**src/rtl/ctl_reg_bank.sv**
```systemverilog
module ctl_reg_bank #(
  parameter int ADDR_W = 8,
  parameter int N_HB = 6,
  parameter int N_HS = 6,
  parameter int N_DUTY = 6,
  parameter int DUTY_W = 10,
  parameter logic [ADDR_W-1:0] IC_ADDR = 8'h29,
  parameter logic [ADDR_W-1:0] HB_ADDR = 8'h2A,
  parameter logic [ADDR_W-1:0] HS_ADDR = 8'h2B,
  parameter logic [ADDR_W-1:0] DUTY_BASE = 8'h2C
) (
  input  logic                     clk,
  input  logic                     rst_n,
  input  logic                     wr_en,
  input  logic [ADDR_W-1:0]        addr,
  input  logic [15:0]              wdata,
  output logic [15:0]              rdata,
  output logic [N_HB-1:0]          hb_hs_on,
  output logic [N_HB-1:0]          hb_ls_on,
  output logic [1:0]               gd_hiz,
  output logic [1:0]               gd_in,
  output logic [N_HS-1:0]          hs_en,
  output logic                     heat_en,
  output logic                     ec_on,
  output logic                     ec_discharge,
  output logic [5:0]               ec_target,
  output logic [N_DUTY*DUTY_W-1:0] duty_flat,
  output logic [4:0]               sense_sel,
  output logic                     sense_in_mode,
  output logic                     clr_flt_pulse,
  output logic                     wd_restart_pulse
);
  localparam logic [2:0] KEY_OPEN = 3'b011;
  localparam logic [2:0] KEY_SHUT = 3'b110;

  logic [2:0]  key;
  logic        locked;
  logic        wd_bit;
  logic        clr_bit;
  logic        wd_pls;
  logic [4:0]  sel_q;
  logic        mode_q;
  logic [15:0] hb_q;
  logic [15:0] hs_q;
  logic [DUTY_W-1:0] duty_q [N_DUTY];
  logic wr_ic, wr_hb, wr_hs;

  assign locked = (key == KEY_SHUT);
  assign wr_ic  = wr_en && (addr == IC_ADDR);
  assign wr_hb  = wr_en && (addr == HB_ADDR) && !locked;
  assign wr_hs  = wr_en && (addr == HS_ADDR) && !locked;

  always_ff @(posedge clk) begin
    if (!rst_n) begin
      key     <= KEY_OPEN;
      wd_bit  <= 1'b0;
      clr_bit <= 1'b0;
      wd_pls  <= 1'b0;
      sel_q   <= '0;
      mode_q  <= 1'b0;
    end else begin
      clr_bit <= wr_ic && wdata[0];
      wd_pls  <= wr_ic && (wdata[1] != wd_bit);
      if (wr_ic) begin
        if (wdata[7:5] == KEY_OPEN || wdata[7:5] == KEY_SHUT) key <= wdata[7:5];
        wd_bit <= wdata[1];
        sel_q  <= wdata[12:8];
        mode_q <= wdata[13];
      end
    end
  end

  always_ff @(posedge clk) begin
    if (!rst_n) begin
      hb_q <= '0;
      hs_q <= '0;
    end else begin
      if (wr_hb) hb_q <= wdata;
      if (wr_hs) hs_q <= wdata;
    end
  end

  for (genvar i = 0; i < N_DUTY; i++) begin : g_duty
    localparam logic [ADDR_W-1:0] A = ADDR_W'(DUTY_BASE + i);
    always_ff @(posedge clk) begin
      if (!rst_n) duty_q[i] <= '0;
      else if (wr_en && addr == A && !locked) duty_q[i] <= wdata[DUTY_W-1:0];
    end
    assign duty_flat[i*DUTY_W +: DUTY_W] = duty_q[i];
  end

  for (genvar k = 0; k < N_HB; k++) begin : g_hb
    assign hb_hs_on[k] = (hb_q[2*k +: 2] == 2'b01);
    assign hb_ls_on[k] = (hb_q[2*k +: 2] == 2'b10);
  end

  assign gd_hiz           = hb_q[15:14];
  assign gd_in            = hb_q[13:12];
  assign hs_en            = hs_q[N_HS-1:0];
  assign heat_en          = hs_q[7];
  assign ec_target        = hs_q[13:8];
  assign ec_on            = hs_q[14];
  assign ec_discharge     = hs_q[15];
  assign sense_sel        = sel_q;
  assign sense_in_mode    = mode_q;
  assign clr_flt_pulse    = clr_bit;
  assign wd_restart_pulse = wd_pls;

  always_comb begin
    rdata = '0;
    if (addr == IC_ADDR) rdata = {2'b00, mode_q, sel_q, key, 3'b000, wd_bit, clr_bit};
    if (addr == HB_ADDR) rdata = hb_q;
    if (addr == HS_ADDR) rdata = hs_q;
    for (int i = 0; i < N_DUTY; i++)
      if (addr == ADDR_W'(DUTY_BASE + i)) rdata = 16'(duty_q[i]);
  end
endmodule


```
**config.mk**
```make
export PLATFORM = sky130hd
export DESIGN_NAME = ctl_reg_bank
export DESIGN_NICKNAME = d
export VERILOG_FILES = /design/src/rtl/ctl_reg_bank.sv
export SDC_FILE = /design/constraint.sdc
export NUM_CORES = 1
export LEC_CHECK = 0
export BUFFER_PORTS_ARGS = -buffer_cell sky130_fd_sc_hd__buf_2
export CORE_MARGIN = 3
export CORE_UTILIZATION = 50
export DETAILED_ROUTE_END_ITERATION = 6
export GPL_TIMING_DRIVEN = 1
export PLACE_DENSITY = 0.75
export SLEW_MARGIN = 30
export SYNTH_ARGS = -nofsm -noshare
export SYNTH_HDL_FRONTEND = slang
export SYNTH_SLANG_ARGS = --single-unit
```
**constraint.sdc**
```tcl
create_clock -name clk -period 9.25 [get_ports clk]
set_clock_uncertainty 0.15 [all_clocks]
set_input_delay 1.85 -clock clk [delete_from_list [all_inputs] [get_ports clk]]
set_output_delay 1.85 -clock clk [all_outputs]
set_load 0.05 [all_outputs]
```
# [Word level (Yosys, flattened, before mapping)]
# Memories as Yosys holds them, arrays and structs flattened.
# Cells that the tools add are included.
[op_classes] n_mux=34 bitwise_logic=6 eq_ne=25 reduce_logical=22
[op_table] operator="$mux W16" n=8
[op_table] operator="$eq A8 B6 Y1 const B" n=9
[op_table] operator="$mux W10" n=6
[op_table] operator="$logic_and A1 B1 Y1" n=19
[op_table] operator="$mux W1" n=19
[op_table] operator="$mux W14" n=1
[op_table] operator="$eq A2 B1 Y1 const B" n=6
[op_table] operator="$eq A2 B2 Y1 const B" n=6
[op_table] operator="$eq A3 B3 Y1 const B" n=2
[op_table] operator="$or A1 B1 Y1" n=6
[op_table] operator="$eq A3 B2 Y1 const B" n=1
[op_table] operator="$reduce_and A2 Y1" n=1
[op_table] operator="$logic_not A1 Y1" n=1
[op_table] operator="$logic_or A1 B1 Y1" n=1
[op_table] operator="$ne A1 B1 Y1" n=1
[totals] out_inout_bits=115 wordCells=96 n_memories=1 ram_bits=60 regBits=44
[mem_list] memory="duty_q" depth=6 word_bits=10 read_ports=6 rd_clocked_by_memory_dff=0 write_ports=6 line_no="45" source="logic [DUTY_W-1:0] duty_q [N_DUTY];"

# [Logic depth before layout (Yosys ltp)]
# Gate-level depths: netlist of run 1.
[logic_depth] word_depth=10 depth_mapped=7

# [Worst setup path after synthesis of run 1]
# No wires, ideal clock.
[synth_path] path_type="input port to output port" startpoint="input port addr[2]" endpoint="output port rdata[10]" stages=4 t_arrival_ns=5.185 slack_ns=2.065 cell_sequence="or3_4 > or2_2 > buf_4 > a2111oi_0"
[synth_via] elab_chain_len=10 elab_cells_between_ends=18
[synth_lines] element="start: declaration" line_no="15" source="input logic [ADDR_W-1:0] addr,"
[synth_lines] element="$eq A8 B6 Y1" line_no="111" source="if (addr == IC_ADDR) rdata = {2'b00, mode_q, sel_q, key, 3'b000, wd_bit, clr_bit};"
[synth_lines] element="$mux W14" line_no="111"
[synth_lines] element="$mux W16" line_no="112" source="if (addr == HB_ADDR) rdata = hb_q;"
[synth_lines] element="$mux W16" line_no="113" source="if (addr == HS_ADDR) rdata = hs_q;"
[synth_lines] element="$mux W16 (5 in series)" line_no="115" source="if (addr == ADDR_W'(DUTY_BASE + i)) rdata = 16'(duty_q[i]);"
[synth_lines] element="$mux W16 *" line_no="115"
[synth_lines] element="end: declaration" line_no="17" source="output logic [15:0] rdata,"
# Every way passes the cells marked *; elsewhere a longest branch is shown, timed or not.

# [Worst setup path after layout of run 1]
[layout_path] startpoint="input port addr[0]" endpoint="output port rdata[0]"
# Same word-level chain as after synthesis.

==> results of run 1 <==
-- cell usage in the layout, fill, tap and decap left out, types with 3 or more instances in the layout --
cell type | synthesis | layout
dfxtp_1 | 44 | 44
or4_1 | 7 | 7
a32oi_1 | 6 | 6
clkbuf_8 | 0 | 9
buf_4 | 21 | 11
o21a_1 | 3 | 3
nand2b_1 | 4 | 4
nor2_1 | 58 | 58
nor3_2 | 3 | 3
a21oi_1 | 33 | 33
mux2_2 | 3 | 3
mux2i_1 | 38 | 38
inv_1 | 17 | 17
nand2_1 | 10 | 10
nor3_1 | 17 | 17
nor4_1 | 13 | 13
nor2b_1 | 12 | 12
or2_2 | 5 | 5
clkinv_2 | 0 | 3
nand3b_1 | 5 | 5
and2_1 | 56 | 56
a221o_1 | 7 | 7
nand3_1 | 21 | 21
edfxtp_1 | 60 | 60
buf_2 | 5 | 140
o221ai_1 | 10 | 10
o21ai_0 | 27 | 27
and3_1 | 4 | 4
-- flip-flops by register name, indices dropped and copies added (netlist names) --
register,flops
clr_flt_pulse,1
duty_q,60
hb_q,16
hs_q,16
key,3
sense_in_mode,1
sense_sel,5
wd_bit,1
wd_restart_pulse,1
-- metal layers --
layer	wire (um)	up-vias
met5	0	-
met4	493	0
met1	6442	2218
met2	7475	310
li1	-	2202
met3	1857	33
-- power breakdown --
group          internal [mW]  leakage (nW)  switching (mW)
Clock                  0.112        0.0927           0.153
Combinational         0.0232          1.67          0.0804
Sequential             0.494         0.999         0.00464
Total                  0.630          2.76           0.238
-- logic make-up after synthesis --
group           after synthesis
compound gates              100
buf+inv                      67
simple gates                234
flops                       104
mux                          41
xor+xnor                      2
-- final timing paths --
| path | startpoint | to | slack [ns] |
|---|---|---|---|
| min | key[1] | key[1] | 0.35 |
| max | addr[0] | rdata[0] | 2.90 |
| max reg2reg | key[0] | duty_q[0][18] | 6.97 |
| min reg2reg | key[1] | key[1] | 0.35 |
-- worst reg2reg max path, delay by kind of cell (launching register included) --
kind          cells  cell delay [ns]
simple gates      4             1.64
flops             1             0.37
-- cell type report --
type                       instances  area, sq um
sequential                       104         2683
tap                              136        170.2
clock buffer                      12        156.4
clock inverter                     4        18.77
multi-input combinational        377         2449
timing repair buffer             151        783.3
fill                             913         4135
inverter                          18        67.56
-- per-stage QoR --
step	worst slack (ns)	instance area (sq um)	utilization, %	power [mW]
floorplan	2.065	5461	-	0.5764
finish	2.897	6327	60.48	0.8679
global placement	3.012	6143	58.72	0.6100
CTS	2.918	6325	60.45	0.8684
global route	2.696	6327	60.48	0.8988
detailed placement	2.910	6150	58.78	0.6118
==> flow_summary.toml, run 1 <==
[outcome]
status = "complete, no violations"

[logic_synthesis]
synth_edf_count = 60
netlist_area_sq_um = 5461
synth_top_family_by_area = "simple AND/OR/NAND/NOR gates"
ys.flop_type = "edfxtp_1"
synth.most_common_cell = "edfxtp_1"
synth_compound_gate_area_share_pct = 11.94
synth_cell_types = 56
synthCells = 548
synth_top_area_share_pct = 32.99
synth_fp_nets = 575
synthTopCellsByArea = "edfxtp_1 33%, dfxtp_1 16%, mux2i_1 7.0%, and2_1 6.4%, nor2_1 4.0%"
synthTopCellsByCount = "60 x edfxtp_1, 58 x nor2_1, 56 x and2_1, 44 x dfxtp_1, 38 x mux2i_1"
synthXorXnorAreaFrac_pct = 0.3207
synthAdderAreaFrac_pct = 0
syn_avg_cell_area_sq_um = 9.966
ys_ff_latch = 104
synth_area_leader_cell = "edfxtp_1"
synth-simple-area-share_pct = 24.74
ys_warn_count = 0
yosysSeqAreaShare_pct = 49.12
synthArstFlopShare_pct = 0
synthMuxAreaShare_pct = 7.583

[critical_path]
crit_cells = 7
critPathCaptureType = "output pin"
required_ns = 7.25
r2r_cells = 4
critPathLaunchType = "primary input"
critical_path.cell_chain = "buf_2, buf_4, nand2b_1, nor3_1, a221o_1, o221ai_1, buf_2"
critPathKind = "in -> out"
cp_common_cell = "buf_2"
slowest_stage = "nor3_1"
arrival_ns = 4.35
cpPeakStageDelay_ns = 0.76
path_max_fanout = 49
critPathBufInv = 3
crit_family = "simple AND/OR/NAND/NOR gates"

[clock_tree]
clk_path_buf_depth = 2
clk_pin_slew_ns = 0.09
cts_setup_buffers = 0
cts.sinks = 104
clk_latency_ns = 0.38
cts-root-buf = "clkbuf_8"
ctsResizeCount = 0
numCtsBuffers = 9
cts_tree = "done"
hold_buffers = 0
h-tree-depth = 3

[floorplanning]
std_cell_rows = 37
core_area_sq_um = 10460
die_y_um = 110.5
dieArea_sq_um = 12210
io-pin-count = 142
initial_core_util_pct = 52.20
die_w_um = 110.5

[timing]
timing.final.crit_period_ns = 6.353
hold_ws_ns = 0.3511
finalHoldViolations = 0
timing.final.max_slew_violations = 0
max_freq_mhz = 157.4
rsz0062_at_grt = "false"
slew_headroom_pct = 36.43
tightest_slew_ns = 0.9501
setup_tns_ns = 0
finalSetupViolations = 0
finalCritPeriodShare_pct = 68.69

[global_route]
grt_pass1_vias = 4569
grtUsageTotal_pct = 26.48
gr-usage-met2_pct = 40.61
grtUsageMet1_pct = 34.54
antenna_found_initial = 0
grt_max_degree = 53
gr-usage-met3_pct = 9.041
grt_pass1_wl_mm = 25.42
overflow = 0
top_usage_layer = "met2"

[finish]
num_antenna_cells = 0
drive_gt1_share_pct = 28.08
fin_cells = 802
nets = 688
area_growth_pct = 15.85

[power]
power.density_nw_per_um2 = 137.2
vdd_ir_drop_max_v = 0.00007846
leakage_nw = 2.761

[job]
maxCapViolCount = 0

[drt]
wl_per_cell_um = 20.29
drt_iter0_drc = 514
vias = 4763
first_pass_iters = 7
route.detailed.drc = 0
routed_via_density = 5.939
ant_nets = 0
wirelength_mm = 16.27

[placed_design]
dp.cells = 786
place_congestion = 0.9888
dp_hpwl_mm = 11.59
portBuffers = 141

[worst_hold_path]
hold_path_depth = 1
min_path_type = "reg -> reg"
Note: power is estimated with default switching activity, not from simulation.
==> inputs of run 2 (changes only) <==
Clock period 9.25 ns to 6.59 ns, I/O delays scaled along.
==> run 2 against run 1 <==
Power increased by 46%. Setup slack worse by 1.3 ns. Final area grew 0.87%.
==> flow_summary.toml, run 2 (synthesis gave the netlist of run 1 again) <==
[finish]
multi_input_area_sq_um = 2451
largest_register = "duty_q"
drive_gt1_share_pct = 28.70
num_antenna_cells = 0
regArea_sq_um = 2683
final_cell_mix = "141 x buf_2, 60 x edfxtp_1, 57 x nor2_1"
area_growth_pct = 16.86
nFillCells = 925
largest_reg_flops = 60
nets = 691
reg.largest.list = "duty_q x60, hb_q x16, hs_q x16"
final_common_cell = "buf_2"
fin_util_pct = 61.00

[timing]
max_freq_mhz = 201.1
hold_ws_ns = 0.3556
tightest_slew_ns = 1.033
slew_headroom_pct = 30.59
timing.final.max_slew_violations = 0
finalSetupViolations = 0
setup_tns_ns = 0
finalHoldViolations = 0
worst_slack_ns = 1.617
timing.final.crit_period_ns = 4.973
rsz0062_at_grt = "false"
finalCritPeriodShare_pct = 75.46

[critical_path]
crit_start = "addr[2]"
critPathKind = "in -> out"
path_max_fanout = 23
critPathCaptureType = "output pin"
required_ns = 5.12
r2r_start = "key[0]"
arrival_ns = 3.50
critPathLaunchType = "primary input"

[worst_hold_path]
hold_start = "hb_q[14]"
min_path_type = "reg -> reg"

[placed_design]
post-place-ws_ns = 1.569
portBuffers = 141
place_congestion = 1.031
dp_hpwl_mm = 12.04

[clock_tree]
cts_tree = "done"
clk_pin_slew_ns = 0.10
clk_latency_ns = 0.35
numCtsBuffers = 9
h-tree-depth = 3
cts_setup_buffers = 0
cts.sinks = 104
hold_buffers = 0
ctsResizeCount = 0
cts-root-buf = "clkbuf_8"
clk_path_buf_depth = 2

[floorplanning]
die_y_um = 110.5
io-pin-count = 142
core_area_sq_um = 10460
initial_core_util_pct = 52.20
dieArea_sq_um = 12210
std_cell_rows = 37
die_w_um = 110.5

[power]
vdd_ir_drop_max_v = 0.0001065
pwr-share-comb_pct = 11.7
power.density_nw_per_um2 = 198.0
power_mw = 1.263
leakage_nw = 2.788
p_int_uw = 928.0
p_clk_share_pct = 32.9
p_sw_uw = 335.4
switching_share_pct = 26.55
seqPwrFrac_pct = 55.4

[drt]
wl_per_cell_um = 20.40
vias = 4826
drt_iter0_drc = 580
routed_via_density = 5.995
wirelength_mm = 16.42
first_pass_iters = 5
ant_nets = 0
route.detailed.drc = 0

[global_route]
overflow = 0
grt_pass1_wl_mm = 25.87
grt_max_degree = 37
grt_pass1_vias = 4666
antenna_found_initial = 0
grtUsageTotal_pct = 26.41

[job]
maxCapViolCount = 0

[outcome]
status = "complete, no violations"
## run 2: worst max-delay path, stage by stage
cell	delay (ns)
buf_2	0.16
or3_4	0.52
nor3_1	0.87
a221o_1	0.22
o221ai_1	0.14
buf_2	0.26
## run 2: final cells by class
class	count	area share, %
clock buffers	12	2.451
inverters	18	1.059
repair buffers	154	12.59
well taps	136	2.666
multi-input cells	377	38.40
clock inverters	4	0.8038
flip-flops and latches	104	42.03
## run 2: through the flow
| stage | instances | area, sq um |
|---|---|---|
| floorplan | 548 | 5461 |
| global placement | 789 | 6166 |
| detailed placement | 789 | 6166 |
| CTS | 805 | 6374 |
| global route | 805 | 6382 |
| finish | 805 | 6382 |
## run 2: per-layer routing
metal | global-route usage [%] | routed length [um] | up-vias
met5 | 0 | 0 | -
met4 | 9.606 | 510 | 0
met3 | 5.370 | 1407 | 34
met2 | 41.34 | 7476 | 265
met1 | 36.34 | 7027 | 2308
li1 | - | - | 2219
## run 2: power by group through the flow
stage | registers (mW) | logic [mW] | clock network (mW)
after detailed placement | 0.715 | 0.145 | 0
final | 0.700 | 0.148 | 0.415
after floorplan | 0.750 | 0.0589 | 0
after global placement | 0.715 | 0.143 | 0
after global routing | 0.702 | 0.156 | 0.446
after CTS | 0.700 | 0.145 | 0.417
## run 2: path summary, 6_finish.rpt
check / slack, ns / depth (start not counted) / to
min reg2reg: 0.36 / 2 / hb_q[14]
min: 0.36 / 2 / hb_q[14]
max reg2reg: 4.37 / 4 / duty_q[0][16]
max: 1.62 / 6 / rdata[5]
